$ cat src/rtl/zol_pkg.sv
package zol_pkg;
  // Levels examined per fetch: the innermost loop and one saved outer loop.
  localparam int unsigned EVAL_LEVELS = 2;

  typedef enum logic {
    MODE_BLOCK  = 1'b0,
    MODE_REPEAT = 1'b1
  } loop_mode_e;
endpackage

$ cat src/rtl/zol_lvl_cmp.sv
// Compares the fetch address against one loop context.
module zol_lvl_cmp #(
  parameter int unsigned AW = 16,
  parameter int unsigned CW = 16
) (
  input  logic [AW-1:0] pc,
  input  logic [AW-1:0] last_addr,
  input  logic [CW-1:0] cnt,
  output logic          hit,
  output logic          final_pass
);
  assign hit        = (pc == last_addr);
  assign final_pass = (cnt == CW'(1));
endmodule

$ cat src/rtl/zol_ctx_stack.sv
// LIFO of saved outer loop contexts. Up to two pops plus one push per cycle.
module zol_ctx_stack #(
  parameter int unsigned AW    = 16,
  parameter int unsigned CW    = 16,
  parameter int unsigned DEPTH = 4
) (
  input  logic                             clk,
  input  logic                             rst_n,
  input  logic                             push_i,
  input  logic [1:0]                       pop_i,
  input  logic [AW-1:0]                    wr_first,
  input  logic [AW-1:0]                    wr_last,
  input  logic [CW-1:0]                    wr_cnt,
  output logic [$clog2(DEPTH+1)-1:0]       level_o,
  output logic [AW-1:0]                    top_first,
  output logic [AW-1:0]                    top_last,
  output logic [CW-1:0]                    top_cnt,
  output logic [AW-1:0]                    sub_first,
  output logic [AW-1:0]                    sub_last,
  output logic [CW-1:0]                    sub_cnt
);
  localparam int unsigned PW = $clog2(DEPTH+1);
  localparam int unsigned IW = (DEPTH > 1) ? $clog2(DEPTH) : 1;

  logic [AW-1:0] m_first [DEPTH];
  logic [AW-1:0] m_last  [DEPTH];
  logic [CW-1:0] m_cnt   [DEPTH];
  logic [PW-1:0] lvl_q;
  logic [PW-1:0] wr_lvl;
  logic [PW-1:0] rd0_lvl;
  logic [PW-1:0] rd1_lvl;
  logic [IW-1:0] rd0_idx;
  logic [IW-1:0] rd1_idx;

  assign wr_lvl  = lvl_q - PW'(pop_i);
  assign rd0_lvl = lvl_q - PW'(1);
  assign rd1_lvl = lvl_q - PW'(2);
  assign rd0_idx = rd0_lvl[IW-1:0];
  assign rd1_idx = rd1_lvl[IW-1:0];

  always_ff @(posedge clk or negedge rst_n) begin
    if (!rst_n) lvl_q <= '0;
    else        lvl_q <= wr_lvl + PW'(push_i);
  end

  for (genvar i = 0; i < DEPTH; i++) begin : g_slot
    always_ff @(posedge clk or negedge rst_n) begin
      if (!rst_n) begin
        m_first[i] <= '0;
        m_last[i]  <= '0;
        m_cnt[i]   <= '0;
      end else if (push_i && (wr_lvl == PW'(i))) begin
        m_first[i] <= wr_first;
        m_last[i]  <= wr_last;
        m_cnt[i]   <= wr_cnt;
      end
    end
  end

  always_comb begin
    top_first = '0;
    top_last  = '0;
    top_cnt   = '0;
    sub_first = '0;
    sub_last  = '0;
    sub_cnt   = '0;
    if (lvl_q >= PW'(1)) begin
      top_first = m_first[rd0_idx];
      top_last  = m_last[rd0_idx];
      top_cnt   = m_cnt[rd0_idx];
    end
    if (lvl_q >= PW'(2)) begin
      sub_first = m_first[rd1_idx];
      sub_last  = m_last[rd1_idx];
      sub_cnt   = m_cnt[rd1_idx];
    end
  end

  assign level_o = lvl_q;
endmodule

$ cat src/rtl/zol_loop_ctrl.sv
module zol_loop_ctrl #(
  parameter int unsigned AW          = 16,
  parameter int unsigned CW          = 16,
  parameter int unsigned STACK_DEPTH = 4
) (
  input  logic                               clk,
  input  logic                               rst_n,
  input  logic                               cmd_start,
  input  logic [AW-1:0]                      cmd_first,
  input  logic [AW-1:0]                      cmd_last,
  input  logic [CW-1:0]                      cmd_count,
  input  logic                               cmd_repeat,
  input  logic                               fetch_valid,
  input  logic [AW-1:0]                      fetch_pc,
  output logic                               redirect,
  output logic [AW-1:0]                      redirect_pc,
  output logic                               loop_active,
  output logic [$clog2(STACK_DEPTH+2)-1:0]   loop_depth,
  output logic                               overflow_err
);
  import zol_pkg::*;

  localparam int unsigned PW = $clog2(STACK_DEPTH+1);
  localparam int unsigned DW = $clog2(STACK_DEPTH+2);

  // Innermost loop context
  logic          act_q;
  logic [AW-1:0] cur_first_q;
  logic [AW-1:0] cur_last_q;
  logic [CW-1:0] cur_cnt_q;
  logic          err_q;

  // Saved contexts
  logic [PW-1:0] sp;
  logic [AW-1:0] t0_first, t0_last, t1_first, t1_last;
  logic [CW-1:0] t0_cnt, t1_cnt;

  // Level compare
  logic [AW-1:0] lv_last [EVAL_LEVELS];
  logic [CW-1:0] lv_cnt  [EVAL_LEVELS];
  logic          hit_w   [EVAL_LEVELS];
  logic          fin_w   [EVAL_LEVELS];

  assign lv_last[0] = cur_last_q;
  assign lv_cnt[0]  = cur_cnt_q;
  assign lv_last[1] = t0_last;
  assign lv_cnt[1]  = t0_cnt;

  for (genvar g = 0; g < EVAL_LEVELS; g++) begin : g_lvl
    zol_lvl_cmp #(.AW(AW), .CW(CW)) u_cmp (
      .pc         (fetch_pc),
      .last_addr  (lv_last[g]),
      .cnt        (lv_cnt[g]),
      .hit        (hit_w[g]),
      .final_pass (fin_w[g])
    );
  end

  // Stage 1: outcome of the fetch
  logic          m0, have_outer, deep2;
  logic          a_act;
  logic [AW-1:0] a_first, a_last;
  logic [CW-1:0] a_cnt;
  logic [1:0]    pop_n;
  logic          lb;
  logic [AW-1:0] lb_pc;

  assign m0         = act_q && fetch_valid && hit_w[0];
  assign have_outer = (sp != '0);
  assign deep2      = (sp >= PW'(2));

  always_comb begin
    a_act   = act_q;
    a_first = cur_first_q;
    a_last  = cur_last_q;
    a_cnt   = cur_cnt_q;
    pop_n   = 2'd0;
    lb      = 1'b0;
    lb_pc   = cur_first_q;
    if (m0) begin
      if (!fin_w[0]) begin
        a_cnt = cur_cnt_q - CW'(1);
        lb    = 1'b1;
      end else if (!have_outer) begin
        a_act = 1'b0;
      end else if (hit_w[1] && !fin_w[1]) begin
        pop_n   = 2'd1;
        a_first = t0_first;
        a_last  = t0_last;
        a_cnt   = t0_cnt - CW'(1);
        lb      = 1'b1;
        lb_pc   = t0_first;
      end else if (hit_w[1]) begin
        if (deep2) begin
          pop_n   = 2'd2;
          a_first = t1_first;
          a_last  = t1_last;
          a_cnt   = t1_cnt;
        end else begin
          pop_n = 2'd1;
          a_act = 1'b0;
        end
      end else begin
        pop_n   = 2'd1;
        a_first = t0_first;
        a_last  = t0_last;
        a_cnt   = t0_cnt;
      end
    end
  end

  // Stage 2: start command on top of the fetch outcome
  loop_mode_e    mode_w;
  logic [AW-1:0] new_last;
  logic          go, skip;
  logic [PW-1:0] sp_after;
  logic          n_act, push, set_err;
  logic [AW-1:0] n_first, n_last;
  logic [CW-1:0] n_cnt;

  assign mode_w   = loop_mode_e'(cmd_repeat);
  assign new_last = (mode_w == MODE_REPEAT) ? cmd_first : cmd_last;
  assign go       = cmd_start && (cmd_count != '0);
  assign skip     = cmd_start && (cmd_count == '0);
  assign sp_after = sp - PW'(pop_n);

  always_comb begin
    n_act   = a_act;
    n_first = a_first;
    n_last  = a_last;
    n_cnt   = a_cnt;
    push    = 1'b0;
    set_err = 1'b0;
    if (go) begin
      if (a_act && (sp_after == PW'(STACK_DEPTH))) begin
        set_err = 1'b1;
      end else begin
        push    = a_act;
        n_act   = 1'b1;
        n_first = cmd_first;
        n_last  = new_last;
        n_cnt   = cmd_count;
      end
    end
  end

  zol_ctx_stack #(.AW(AW), .CW(CW), .DEPTH(STACK_DEPTH)) u_stack (
    .clk       (clk),
    .rst_n     (rst_n),
    .push_i    (push),
    .pop_i     (pop_n),
    .wr_first  (a_first),
    .wr_last   (a_last),
    .wr_cnt    (a_cnt),
    .level_o   (sp),
    .top_first (t0_first),
    .top_last  (t0_last),
    .top_cnt   (t0_cnt),
    .sub_first (t1_first),
    .sub_last  (t1_last),
    .sub_cnt   (t1_cnt)
  );

  always_ff @(posedge clk or negedge rst_n) begin
    if (!rst_n) begin
      act_q       <= 1'b0;
      cur_first_q <= '0;
      cur_last_q  <= '0;
      cur_cnt_q   <= '0;
      err_q       <= 1'b0;
    end else begin
      act_q       <= n_act;
      cur_first_q <= n_first;
      cur_last_q  <= n_last;
      cur_cnt_q   <= n_cnt;
      err_q       <= err_q | set_err;
    end
  end

  assign redirect     = skip | lb;
  assign redirect_pc  = skip ? (new_last + AW'(1)) : lb_pc;
  assign loop_active  = act_q;
  assign loop_depth   = act_q ? (DW'(sp) + DW'(1)) : '0;
  assign overflow_err = err_q;
endmodule

$ cat config.mk
export PLATFORM = sky130hd
export DESIGN_NAME = zol_loop_ctrl
export DESIGN_NICKNAME = d
export VERILOG_FILES = /design/src/rtl/zol_pkg.sv /design/src/rtl/zol_lvl_cmp.sv /design/src/rtl/zol_ctx_stack.sv /design/src/rtl/zol_loop_ctrl.sv
export SDC_FILE = /design/constraint.sdc
export NUM_CORES = 1
export LEC_CHECK = 0
export BUFFER_PORTS_ARGS = -buffer_cell sky130_fd_sc_hd__buf_2
export CORE_MARGIN = 3
export CORE_UTILIZATION = 30
export CTS_CLUSTER_SIZE = 25
export DETAILED_ROUTE_END_ITERATION = 8
export GPL_TIMING_DRIVEN = 0
export PLACE_DENSITY = 0.5
export SYNTH_ARGS = -nofsm -noshare
export SYNTH_HDL_FRONTEND = slang
export SYNTH_SLANG_ARGS = --single-unit
$ cat constraint.sdc
create_clock -name clk -period 7.2 [get_ports clk]
set_clock_uncertainty 0.2 [all_clocks]
set_input_delay 0.72 -clock clk [delete_from_list [all_inputs] [get_ports clk]]
set_output_delay 0.72 -clock clk [all_outputs]
set_load 0.05 [all_outputs]
==> summary.txt <==
STA
  – Tcrit/Tclk final: 0.980
  – Slew Viols, Final: 0
  – Fmax achieved: 142 MHz
  – Setup Viol. Count Final: 0
  – Final hold vios: 0
  – PnR worst setup slack: 0.146 ns
  – Total negative slack: 0 ns
  – Worst Tran Pin Value: 1.17 ns
  – Final min period: 7.05 ns
  – Slew headroom: 0.218

Detailed routing
  – Routed WL: 55800 um
  – Pre-Repair DR Iteration Count: 6
  – Vias post-DR: 12839
  – Detailed Route Iter0 Violations: 1091
  – DRC viols: 0
  – Avg Vias per Cell: 5.57
  – Avg WL per Cell: 24.2 um
  – Post-route ant nets: 0

Global routing
  – First-pass GRT wire length: 84700 um
  – Number of global-route vias before repair: 13157
  – Largest net degree at the start of global routing: 112
  – Initial antenna violation count: 0
  – Total gr overflow: 0
  – GRT Resource Usage Total: 0.210

Clock tree
  – Num CTS Buffers: 28
  – Clock-pin transition on the worst setup and hold timing paths: 0.06 ns
  – Later-pin clock latency in the skew report: 0.57 ns
  – CTS H-tree lvls: 1
  – Worst-case clock buffer depth: 3
  – Sinks on the clock net: 245
  – TritonCTS clock tree: done
  – Root Buffer: clkbuf_16

Synthesis
  – Number of synthesized flops with an enable pin: 0
  – Syn nets: 1576
  – Yosys top cell area share: 0.410
  – Yosys warns: 0
  – Mapped cell area: 0.0149 mm2
  – Post-synthesis async set-or-reset flop share: 1.00
  – Syn Inst Count: 1494
  – Synth Register Bits: 245
  – Cell taking the most area after synthesis: dfrtp_1
  – Synth unique cells: 76
  – Post-Syn Area per Cell: 10.0 um2
  – Main synth FF type: dfrtp_1
  – Sequential share of the synthesized area: 0.410
  – Ranking of synthesized cells by area: dfrtp_1 (41%), mux4_2 (14%), o21ai_0 (6.9%), nand2_1 (6.5%), mux2i_1 (5.5%)

Floorplan
  – # IOs: 91
  – Die W: 229 um
  – Effective utilization at floorplan: 0.305
  – Core Area: 0.0491 mm2
  – Die area: 0.0525 mm2
  – Die height: 229 um
  – Site row count: 81

Placement
  – Cell total after placement: 2251
  – Final HPWL DP: 40500 um
  – Pre-CTS WS: -2.32 ns
  – Port bufs: 90
  – Final Wtd Congestion: 0.882

Flow run
  – Max Cap Viol: 0

Worst setup path
  – Crit-path most repeated cell: ha_1
  – Worst r2r path cells: 23
  – Startpoint Class: flip-flop
  – Max FO, Critical Path: 19
  – Crit. End Element: flip-flop
  – Crit path kind: flip-flop to flip-flop
  – Critical Path Max Stage Delay: 0.59 ns
  – Critical-path top delay cell: fa_1
  – CP cell instances: clkbuf_4, clkbuf_8, inv_1, ha_1, or4_1, clkbuf_2, clkbuf_2, buf_2, nand2_1, ha_1, nand3_1, nand4b_4, clkbuf_4, nor2_4, a21oi_1, ha_1, fa_1, inv_1, nor4_1, o211ai_1, clkdlybuf4s15_2, buf_4, mux2_2
  – Worst path arrival time: 7.30 ns
  – Worst Path Required: 7.45 ns

Finish
  – Commonest non-fill, non-tap cell in the layout: nand2_1
  – Fill cells: 5037
  – Most frequent cells in the layout: nand2_1 (258), dfrtp_1 (243), o21ai_0 (206)
  – Utilization after layout: 0.357
  – Share of layout cells above drive strength 1: 0.213
  – Final nets: 1706
  – Antenna Diode Count: 0
  – Finished Layout Cells: 2304
  – Area Overhead vs Synth: 17.1%

Power and ir drop
  – VDD IR max: 0.000204 V
  – Total power: 0.00837 W
  – Static leakage power: 7.41 nW
  – Power Dens Cells: 479 mW/mm2

Worst hold path
  – Worst Hold Depth: 3
  – Hold Path Class: input pin to flip-flop

Outcome
  – Status: completed
[synth_stat cells, types with 8 or more instances]
cell	n
nor4_1	16
xor2_1	27
o21ai_0	207
or3_1	8
o21ai_1	13
a22oi_1	13
and2_1	21
ha_1	12
xnor2_1	18
inv_1	45
buf_2	44
nand3_1	14
a22o_1	32
nand4_1	11
nor4b_1	9
mux4_2	96
nor3_1	11
clkbuf_1	48
a21oi_1	75
dfrtp_1	245
mux2i_1	82
nor2b_1	10
nand2_1	258
nor2_1	56
[critical path, delay by kind of cell, from the launching register on]
family | cells | cell delay, ns
AOI/OAI and AO/OA | 2 | 0.45
adders and majority gates | 4 | 1.24
buffers and inverters | 10 | 2.63
DFF | 1 | 0.51
muxes | 1 | 0.26
and+or+nand+nor | 6 | 1.62
[path summary, 6_finish.rpt]
kind	startpoint	to	slack (ns)
worst max-delay path	u_stack.level_o[1]	u_stack.m_cnt[53]	0.15
max in group asynchronous	rst_n	u_stack.m_first[41]	5.01
worst max register to register	u_stack.level_o[1]	u_stack.m_cnt[53]	0.15
worst min-delay path	cmd_first[5]	cur_first_q[5]	0.20
min in group asynchronous	rst_n	cur_cnt_q[15]	0.39
worst min register to register	u_stack.m_last[51]	u_stack.m_last[51]	0.29
[per-stage QoR]
step                hold slack [ns]  cell area [um2]
finish                        0.197            17500
global route                  0.197            17500
CTS                           0.175            17400
detailed placement            0.288            16300
global placement              0.274            16200
floorplan                     0.224            14900
[kinds of logic (layout without fill, tap and decap cells)]
family / after synthesis / in the layout / synth area share
xor+xnor: 45 / 45 / 0.0264
fa+ha+maj: 13 / 13 / 0.0114
simple gates: 452 / 452 / 0.141
buf+inv: 151 / 297 / 0.0451
compound gates: 403 / 403 / 0.161
flops: 245 / 245 / 0.410
mux: 185 / 185 / 0.205
[cell type report]
type | instances | area [um2] | share of cell area
Timing Repair Buffer | 104 | 609 | 0.0348
Buffer | 102 | 584 | 0.0334
Inverter | 45 | 169 | 0.00966
Tap cell | 664 | 831 | 0.0475
Clock buffer | 38 | 798 | 0.0456
Clock inverter | 8 | 151 | 0.00866
Multi-Input combinational cell | 1098 | 8210 | 0.470
Sequential cell | 245 | 6130 | 0.351
[where the power goes]
group	total (W)	internal (W)	leakage [nW]	switching [W]
clock	0.00151	0.000910	0.468	0.000601
combinational	0.00443	0.00186	3.91	0.00258
sequential	0.00242	0.00196	3.03	0.000466
total	0.00837	0.00472	7.41	0.00365
[registers in the layout, summed over array words and instances, names as in the netlist]
signal           count
u_stack.m_cnt       64
u_stack.m_first     64
u_stack.m_last      64
cur_cnt_q           16
cur_first_q         16
cur_last_q          16
u_stack.level_o      3
loop_active          1
overflow_err         1
[metal layers]
layer | routed length, um | global-route usage
met5 | 0 | 0
met4 | 2030 | 0.0702
met3 | 3230 | 0.0277
met2 | 26300 | 0.347
met1 | 24300 | 0.285
[what timing repair did]
item | CTS | global route
setup buffers | 2 | 7
endpoints found under the hold margin | 25 | 0
setup endpoints to repair | 262 | 249
resized for setup | 33 | 20
pin swaps | 2 | 1
hold buffers | 1 | 0
cloned | 0 | 1
No activity file was read; power rests on OpenSTA's default activity.
